===== src/rtl/hpx_pkg.sv =====
package hpx_pkg;

    typedef enum logic [2:0] {
        ST_WAIT_CFG = 3'd0,
        ST_IDLE     = 3'd1,
        ST_WRITE    = 3'd2,
        ST_READ     = 3'd3,
        ST_BACKOFF  = 3'd4,
        ST_SETTLE   = 3'd5
    } hpx_state_t;

    typedef enum logic {
        OP_WR = 1'b0,
        OP_RD = 1'b1
    } hpx_op_t;

    function automatic int max_int(input int a, input int b);
        return (a > b) ? a : b;
    endfunction

endpackage


===== src/rtl/hpx_sync.sv =====
module hpx_sync #(
    parameter int   STAGES  = 2,
    parameter logic RST_VAL = 1'b1
) (
    input  logic clk,
    input  logic rst_n,
    input  logic d,
    output logic q
);
    logic [STAGES-1:0] chain_q;

    always_ff @(posedge clk or negedge rst_n) begin
        if (!rst_n) begin
            chain_q <= {STAGES{RST_VAL}};
        end else begin
            chain_q <= {chain_q[STAGES-2:0], d};
        end
    end

    assign q = chain_q[STAGES-1];
endmodule


===== src/rtl/hpx_out_shadow.sv =====
module hpx_out_shadow #(
    parameter int NSLOT   = 4,
    parameter int PER     = 4,
    parameter int W       = NSLOT * PER,
    parameter logic [W-1:0] RST_IMG = '0
) (
    input  logic             clk,
    input  logic             rst_n,
    input  logic [NSLOT-1:0] we,
    input  logic [W-1:0]     val,
    output logic [W-1:0]     img,
    output logic             changed
);
    logic [NSLOT-1:0] diff;

    for (genvar s = 0; s < NSLOT; s++) begin : g_slot
        assign diff[s] = we[s] && (val[s*PER +: PER] != img[s*PER +: PER]);

        always_ff @(posedge clk or negedge rst_n) begin
            if (!rst_n) begin
                img[s*PER +: PER] <= RST_IMG[s*PER +: PER];
            end else if (we[s]) begin
                img[s*PER +: PER] <= val[s*PER +: PER];
            end
        end

        // a slot field moves only when its strobe was high
        a_r2_slot_hold: assert property (@(posedge clk) disable iff (!rst_n)
            !we[s] |=> $stable(img[s*PER +: PER]));
    end

    assign changed = |diff;
endmodule


===== src/rtl/hpx_in_shadow.sv =====
module hpx_in_shadow #(
    parameter int NSLOT   = 4,
    parameter int PER     = 4,
    parameter int W       = NSLOT * PER,
    parameter logic [W-1:0] RST_IMG = '0
) (
    input  logic             clk,
    input  logic             rst_n,
    input  logic             load,
    input  logic [W-1:0]     rdata,
    output logic [W-1:0]     img,
    output logic [NSLOT-1:0] chg
);
    for (genvar s = 0; s < NSLOT; s++) begin : g_slot
        always_ff @(posedge clk or negedge rst_n) begin
            if (!rst_n) begin
                img[s*PER +: PER] <= RST_IMG[s*PER +: PER];
                chg[s]            <= 1'b0;
            end else begin
                chg[s] <= load && (rdata[s*PER +: PER] != img[s*PER +: PER]);
                if (load) begin
                    img[s*PER +: PER] <= rdata[s*PER +: PER];
                end
            end
        end
    end

    // change pulses only follow a successful read load
    a_r4_chg_after_load: assert property (@(posedge clk) disable iff (!rst_n)
        (|chg) |-> $past(load));
endmodule


===== src/rtl/hpx_seq.sv =====
module hpx_seq
    import hpx_pkg::*;
#(
    parameter int DW         = 16,
    parameter int MAX_RETRY  = 3,
    parameter int SETTLE_CYC = 2
) (
    input  logic          clk,
    input  logic          rst_n,
    input  logic          cfg_done,
    input  logic          wr_change,
    input  logic          int_low,
    input  logic [DW-1:0] out_img,
    input  logic          bus_gnt,
    input  logic          bus_done,
    input  logic          bus_err,
    output logic          bus_req,
    output logic          bus_rw,
    output logic [DW-1:0] wdata,
    output logic          rd_load,
    output logic          err_flag
);
    localparam int TW = $clog2(MAX_RETRY + 1);
    localparam int CW = $clog2(SETTLE_CYC + 1);

    hpx_state_t       state, nxt;
    hpx_op_t          op_q;
    logic             pend_q;
    logic [TW-1:0]    tries_q;
    logic [CW-1:0]    settle_q;
    logic [DW-1:0]    wdata_q;
    logic             err_q;
    logic             xfer_end;
    logic             last_try;
    logic             settle_end;

    assign xfer_end   = bus_req && bus_gnt && bus_done;
    assign last_try   = (tries_q == TW'(MAX_RETRY));
    assign settle_end = (settle_q == CW'(SETTLE_CYC - 1));

    // state register
    always_ff @(posedge clk or negedge rst_n) begin
        if (!rst_n) begin
            state <= ST_WAIT_CFG;
        end else begin
            state <= nxt;
        end
    end

    // next state
    always_comb begin
        nxt = state;
        unique case (state)
            ST_WAIT_CFG: if (cfg_done) nxt = ST_IDLE;
            ST_IDLE: begin
                if (pend_q)       nxt = ST_WRITE;
                else if (int_low) nxt = ST_READ;
            end
            ST_WRITE: begin
                if (xfer_end) begin
                    if (bus_err && !last_try) nxt = ST_BACKOFF;
                    else                      nxt = ST_IDLE;
                end
            end
            ST_READ: begin
                if (xfer_end) begin
                    if (bus_err && !last_try) nxt = ST_BACKOFF;
                    else                      nxt = ST_SETTLE;
                end
            end
            ST_BACKOFF: nxt = (op_q == OP_RD) ? ST_READ : ST_WRITE;
            ST_SETTLE:  if (settle_end) nxt = ST_IDLE;
            default:    nxt = ST_WAIT_CFG;
        endcase
    end

    // outputs and transfer context
    always_ff @(posedge clk or negedge rst_n) begin
        if (!rst_n) begin
            op_q     <= OP_WR;
            pend_q   <= 1'b0;
            tries_q  <= '0;
            settle_q <= '0;
            wdata_q  <= '0;
            err_q    <= 1'b0;
        end else begin
            if (state == ST_IDLE && pend_q) begin
                pend_q <= wr_change;
            end else if (wr_change) begin
                pend_q <= 1'b1;
            end

            if (state == ST_IDLE) begin
                if (pend_q) begin
                    op_q    <= OP_WR;
                    wdata_q <= out_img;
                    tries_q <= '0;
                end else if (int_low) begin
                    op_q    <= OP_RD;
                    tries_q <= '0;
                end
            end

            if (xfer_end && bus_err) begin
                if (last_try) err_q   <= 1'b1;
                else          tries_q <= tries_q + 1'b1;
            end

            if (state == ST_SETTLE) settle_q <= settle_q + 1'b1;
            else                    settle_q <= '0;
        end
    end

    assign bus_req  = (state == ST_WRITE) || (state == ST_READ);
    assign bus_rw   = (state == ST_READ);
    assign wdata    = wdata_q;
    assign rd_load  = (state == ST_READ) && xfer_end && !bus_err;
    assign err_flag = err_q;

    // request and its fields hold until the granted done strobe
    a_r10_req_held: assert property (@(posedge clk) disable iff (!rst_n)
        bus_req && !(bus_gnt && bus_done) |=> bus_req && $stable(bus_rw) && $stable(wdata));

    // the request drops for at least one cycle after every transfer end
    a_r8_req_drops: assert property (@(posedge clk) disable iff (!rst_n)
        bus_req && bus_gnt && bus_done |=> !bus_req);

    // the error flag never clears without reset
    a_r9_err_sticky: assert property (@(posedge clk) disable iff (!rst_n)
        err_flag |=> err_flag);
endmodule


===== src/rtl/hpx_mgr.sv =====
module hpx_mgr
    import hpx_pkg::*;
#(
    parameter int NSLOT        = 4,
    parameter int OUT_PER_SLOT = 4,
    parameter int IN_PER_SLOT  = 4,
    parameter int MAX_RETRY    = 3,
    parameter int SYNC_STAGES  = 2,
    parameter logic [6:0] DEV_ADDR = 7'h27,
    parameter logic [7:0] OUT_REG  = 8'h02,
    parameter logic [7:0] IN_REG   = 8'h00,
    localparam int OUT_W = NSLOT * OUT_PER_SLOT,
    localparam int IN_W  = NSLOT * IN_PER_SLOT,
    localparam int DW    = max_int(OUT_W, IN_W)
) (
    input  logic             clk,
    input  logic             rst_n,
    input  logic             cfg_done,
    input  logic [NSLOT-1:0] slot_out_we,
    input  logic [OUT_W-1:0] slot_out_val,
    input  logic             exp_int_n,
    output logic             bus_req,
    input  logic             bus_gnt,
    output logic             bus_rw,
    output logic [6:0]       bus_dev,
    output logic [7:0]       bus_reg,
    output logic [DW-1:0]    bus_wdata,
    input  logic [DW-1:0]    bus_rdata,
    input  logic             bus_done,
    input  logic             bus_err,
    output logic [OUT_W-1:0] exp_out,
    output logic [IN_W-1:0]  exp_in,
    output logic [NSLOT-1:0] in_chg,
    output logic             err_flag
);
    logic          int_n_s;
    logic          int_low;
    logic          wr_change;
    logic          rd_load;
    logic [DW-1:0] img_ext;
    logic          cfg_seen_q;

    hpx_sync #(.STAGES(SYNC_STAGES), .RST_VAL(1'b1)) u_sync (
        .clk(clk), .rst_n(rst_n), .d(exp_int_n), .q(int_n_s)
    );
    assign int_low = !int_n_s;

    hpx_out_shadow #(.NSLOT(NSLOT), .PER(OUT_PER_SLOT)) u_out (
        .clk(clk), .rst_n(rst_n), .we(slot_out_we), .val(slot_out_val),
        .img(exp_out), .changed(wr_change)
    );

    always_comb begin
        img_ext = '0;
        img_ext[OUT_W-1:0] = exp_out;
    end

    hpx_seq #(.DW(DW), .MAX_RETRY(MAX_RETRY), .SETTLE_CYC(SYNC_STAGES)) u_seq (
        .clk(clk), .rst_n(rst_n), .cfg_done(cfg_done), .wr_change(wr_change),
        .int_low(int_low), .out_img(img_ext), .bus_gnt(bus_gnt),
        .bus_done(bus_done), .bus_err(bus_err), .bus_req(bus_req),
        .bus_rw(bus_rw), .wdata(bus_wdata), .rd_load(rd_load),
        .err_flag(err_flag)
    );

    hpx_in_shadow #(.NSLOT(NSLOT), .PER(IN_PER_SLOT)) u_in (
        .clk(clk), .rst_n(rst_n), .load(rd_load), .rdata(bus_rdata[IN_W-1:0]),
        .img(exp_in), .chg(in_chg)
    );

    assign bus_dev = DEV_ADDR;
    assign bus_reg = bus_rw ? IN_REG : OUT_REG;

    always_ff @(posedge clk or negedge rst_n) begin
        if (!rst_n)        cfg_seen_q <= 1'b0;
        else if (cfg_done) cfg_seen_q <= 1'b1;
    end

    // no bus traffic before configuration loading has finished
    a_r1_no_req_before_cfg: assert property (@(posedge clk) disable iff (!rst_n)
        bus_req |-> cfg_seen_q);

    // the input image changes only on a successful granted read
    a_r3_in_hold: assert property (@(posedge clk) disable iff (!rst_n)
        !(bus_req && bus_rw && bus_gnt && bus_done && !bus_err) |=> $stable(exp_in));
endmodule


===== config.mk =====
export PLATFORM = sky130hd
export DESIGN_NAME = hpx_mgr
export DESIGN_NICKNAME = d
export VERILOG_FILES = /design/src/rtl/hpx_pkg.sv /design/src/rtl/hpx_sync.sv /design/src/rtl/hpx_out_shadow.sv /design/src/rtl/hpx_in_shadow.sv /design/src/rtl/hpx_seq.sv /design/src/rtl/hpx_mgr.sv
export SDC_FILE = /design/constraint.sdc
export NUM_CORES = 1
export LEC_CHECK = 0
export BUFFER_PORTS_ARGS = -buffer_cell sky130_fd_sc_hd__buf_2
export CAP_MARGIN = 20
export CORE_MARGIN = 2
export CORE_UTILIZATION = 47
export DETAILED_ROUTE_END_ITERATION = 8
export GPL_TIMING_DRIVEN = 0
export PLACE_DENSITY = 0.79
export RECOVER_POWER = 50
export SETUP_SLACK_MARGIN = 0.05
export SLEW_MARGIN = 20
export SYNTH_ARGS = -nofsm -noshare
export SYNTH_HDL_FRONTEND = slang
export SYNTH_SLANG_ARGS = --single-unit
export TNS_END_PERCENT = 20

===== constraint.sdc =====
create_clock -name clk -period 3.9 [get_ports clk]
set_input_delay 0.585 -clock clk [delete_from_list [all_inputs] [get_ports clk]]
set_output_delay 0.585 -clock clk [all_outputs]
set_load 0.05 [all_outputs]

# Word-level counts from Yosys, hierarchy flattened
# Cells that the tools add are included.
dict set report classes {
  eq_ne 21
  reduce_logical 25
  muxes 21
  add_sub_neg 2
}
# cell count
set ops {}
lappend ops {{4-bit != test} 8}
lappend ops {{3-bit two-way mux} 7}
lappend ops {{3-bit case mux with 6 select lines} 1}
lappend ops {{1-bit logical AND} 15}
lappend ops {{2-bit two-way mux} 7}
lappend ops {{2-bit by 1-bit != test with 1-bit output, second input constant} 4}
lappend ops {{3-bit by 2-bit equality test with 1-bit output, second input constant} 2}
lappend ops {{3-bit equality test, second input constant} 2}
lappend ops {{1-bit two-way mux} 6}
lappend ops {{2-bit AND reduction} 3}
lappend ops {{5-bit AND reduction} 1}
lappend ops {{2-bit by 1-bit adder with 2-bit output, second input constant} 2}
lappend ops {{4-bit OR reduction} 1}
lappend ops {{3-bit by 1-bit equality test with 1-bit output, second input constant} 1}
lappend ops {{3-bit logical NOT} 1}
lappend ops {{3-bit by 2-bit != test with 1-bit output, second input constant} 1}
lappend ops {{2-bit by 1-bit equality test with 1-bit output, second input constant} 1}
lappend ops {{2-bit equality test, second input constant} 1}
lappend ops {{1-bit logical NOT} 2}
lappend ops {{2-bit != test, second input constant} 1}
lappend ops {{2-bit nonzero test} 1}
lappend ops {{1-bit logical OR} 1}
dict set report totals {
  reg_bits 64
}

# Depth between registers and ports, before layout
dict set report depth {
  ltp_word 7
  mapped_depth 7
}

# By module
# A second synthesis with hierarchy kept.
dict set report unflattened {
  cells_unflattened 219
  hier_area_um2 2986.6
}
# mod instances area_each_um2 seq_area_each_um2 cells_per_inst
set modules_own_cells {}
lappend modules_own_cells {hpx_seq 1 1176.1 650.6 88}
lappend modules_own_cells {hpx_in_shadow 1 875.8 500.5 58}
lappend modules_own_cells {hpx_out_shadow 1 762.0 400.4 53}
lappend modules_own_cells {hpx_mgr 1 120.1 0.0 18}
lappend modules_own_cells {hpx_sync 1 52.6 52.6 2}

# Least setup slack after synthesis
# Ideal clock, no wire load.
dict set report synth_timing {
  kind {reg-to-output}
  from {reg u_seq.state[1]}
  to {out bus_rw}
  arrival_ns 1.628
  path_slack_ns 1.687
  stages_incl_launch_ff 5
  n_path_buf 1
  cell_sequence {dfrtp_1 -> buf_6 -> nor2b_4 -> nand2_1 -> inv_1}
}
dict set report synth_via {
  elab_chain_len 1
}
# item line_no
set synth_rtl {}
lappend synth_rtl {{start: declaration} hpx_seq.sv:26} ;# hpx_state_t state, nxt;
lappend synth_rtl {{start signal: assignment} hpx_seq.sv:46} ;# state <= nxt;
lappend synth_rtl {{3-bit by 2-bit equality test with 1-bit output} hpx_seq.sv:115} ;# assign bus_rw = (state == ST_READ);
lappend synth_rtl {{end: declaration} hpx_mgr.sv:24} ;# output logic bus_rw,
# Every way passes these cells.

# Final worst setup path
# Same ends and word-level chain as after synthesis.

==> flow_summary.ini <==
[die]
start_util_pct = 48.0
dieWidth_um = 83.8
io_pins = 113
die_h_um = 83.8
die_area_um2 = 7030
core_um2 = 6240
row_count = 29

[cts]
post_cts_resized = 0
cts_buffers = 9
clkTransAtPathRegs_ns = 0.07
cts_htree_levels = 3
root_buffer = clkbuf_8
clkLatencyLatePin_ns = 0.34
postCtsSetupBuffers = 0
cts_tree = built
clk_path_buf_depth = 2
cts.sinks = 64
hold_buffers = 0

[yosys]
synth_edf_count = 0
yosys.area_share.simple_pct = 5.68
synth_top_family_by_area = multiplexers
synthTopCellsByArea = dfrtp_1 (52%), mux2_2 (14%), xnor2_1 (8.2%), mux2_4 (5.0%), buf_4 (4.0%)
synth.most_common_cell = dfrtp_1
synth_compound_area_share_pct = 4.26
synth_cells = 219
yosysUniqueCellTypes = 36
synth_top_area_cell = dfrtp_1
syn_area_um2 = 3000
synth_area_per_cell_um2 = 13.7
yosysSeqAreaShare_pct = 53.6
synth_top_area_share_pct = 51.8
synth_adder_area_share_pct = 0.835
synthTopCellsByCount = dfrtp_1 (62), mux2_2 (38), xnor2_1 (28)
synth_mux_area_share_pct = 19.6
synth_flop_cell = dfrtp_1
async_flop_share_pct = 100
yosys_warnings = 0
yosys.area_share.xor_xnor_pct = 9.36
synth-seq-cells = 64

[setup_path]
crit_type = reg2out
crit_chain = clkbuf_1 -> nor2b_1 -> nand2_1 -> inv_1 -> buf_2
cp_num_buf_inv = 3
critPathArrivalTime_ns = 1.61
startpoint_type = register
required_ns = 3.31
crit_family = buffers and inverters
cpPeakStageDelay_ns = 0.33
cp_slowest_cell = dfrtp_1
path_max_fanout = 9
r2r_slack_ns = 1.84
worst_setup_path_end_kind = output pin

[timing]
rsz0062_at_grt = false
clock_skew_ns = 0.00821
max_freq_ghz = 0.456
setup_viol = 0
finalCritPeriodShare_pct = 56.2
finalMaxSlewViolations = 0
layout_setup_ws_ns = 1.71
hold_ws_ns = 0.342
final_hold_viol_count = 0
fin_crit_ns = 2.19
relSlewSlack_pct = 14.9
final.setup.tns_ns = 0
tightest_slew_ns = 1.28

[global_routing]
antenna_found_initial = 0
grt.overflow.total = 0
grtUsageTotal_pct = 17.3
grt_pass1_vias = 2056
grt_max_degree = 45
grt_pass1_wl_mm = 9.72

[finish]
multiInputGateArea_um2 = 1230
area_growth_pct = 28.8
n_fill_cell = 518
n_antenna_cell = 0
regArea_um2 = 1600
fin_nets = 386
drive_above_1_share_pct = 52.6

[detailed_routing]
wl_per_cell_um = 13.7
firstDrtPassIters = 4
vias = 2074
first_iter_violations = 47
avgViaCountPerCell = 4.90
drc = 0
wirelength_mm = 5.82
antenna_left = 0

[placed_design]
dpl.hpwl_mm = 4.32
gp_congestion = 0.774
portBuffers = 98
place_ws_ns = 2.02

[power_and_ir_drop]
powerDensity_nw_per_um2 = 851
ir_worst_vdd_mv = 0.518
leakage_nw = 1.88

[run]
drv_cap = 0

[run_status]
status = finished clean

[worst_hold_path]
hp-class = in2reg
==> power by group <==
part | internal, W | switching, W | total [W]
clock | 0.000380 | 0.000267 | 0.000648
combinational | 0.000531 | 0.00108 | 0.00161
sequential | 0.000881 | 0.000145 | 0.00103
==> layer usage <==
metal | wire [um] | track usage [%]
met5 | 0 | 0
met4 | 105 | 7.48
met3 | 542 | 5.74
met2 | 2670 | 26.5
met1 | 2490 | 22.7
==> sequential cells by signal, indices dropped and copies added (netlist names) <==
name            cells
u_in.chg            4
u_in.img           16
u_out.img          16
u_seq.err_flag      1
u_seq.op_q          1
u_seq.pend_q        1
u_seq.settle_q      2
u_seq.state         3
u_seq.tries_q       2
u_seq.wdata        16
u_sync.chain_q      2
==> kinds of logic after synthesis <==
kind of cell,Yosys count
adders and majority gates,2
and+or+nand+nor,27
buffers and inverters,25
DFF,64
other,2
AOI/OAI and AO/OA,18
muxes,49
xor gates and xnor gates,32
==> per-stage QoR <==
stage / instance area (um2) / utilization (%) / cells / total power (W)
final: 3860 / 61.8 / 423 / 0.00328
after global routing: 3860 / 61.8 / 423 / 0.00346
after CTS: 3890 / 62.3 / 423 / 0.00334
after detailed placement: 3660 / 58.6 / 407 / 0.00268
after global placement: 3630 / 58.1 / 406 / 0.00265
after floorplan: 3040 / - / 231 / 0.00232
==> cells in the final DEF, fill, tap and decap left out, drive strengths merged, types with 4 or more instances in the layout <==
cell type and n:
conb 14, a21oi 4, a41oi 4, xnor2 28
mux2 48, buf 113, clkbuf 16, inv 6
nand2 4, xor2 4, dfrtp 62
==> final timing paths <==
| path | startpoint | end | cells after the start |
|---|---|---|---|
| min reg2reg | u_sync.chain_q[0] | u_sync.chain_q[1] | 0 |
| max reg2reg | u_seq.state[1] | u_in.img[10] | 7 |
| min | exp_int_n | u_sync.chain_q[0] | 1 |
| min in group asynchronous | rst_n | u_seq.wdata[3] | 1 |
| max in group asynchronous | rst_n | u_in.img[15] | 2 |
| max | u_seq.state[1] | bus_rw | 5 |
==> worst reg2reg max path, stage by stage, from the launching register on <==
cell	delay, ns
dfrtp_1	0.33
clkbuf_1	0.27
nor2b_1	0.28
and3_1	0.28
and3b_1	0.19
buf_6	0.14
buf_12	0.15
mux2_4	0.31
==> area by class of cell <==
cell class	count	area share (%)
Clock buffer	10	3.57
Timing Repair Buffer	99	13.3
Inverter	5	0.487
Multi-Input combinational cell	142	31.9
Buffer	20	4.31
Clock inverter	6	2.37
Tap cell	77	2.50
Sequential cell	64	41.6
Note: power is estimated with default switching activity, not from simulation.
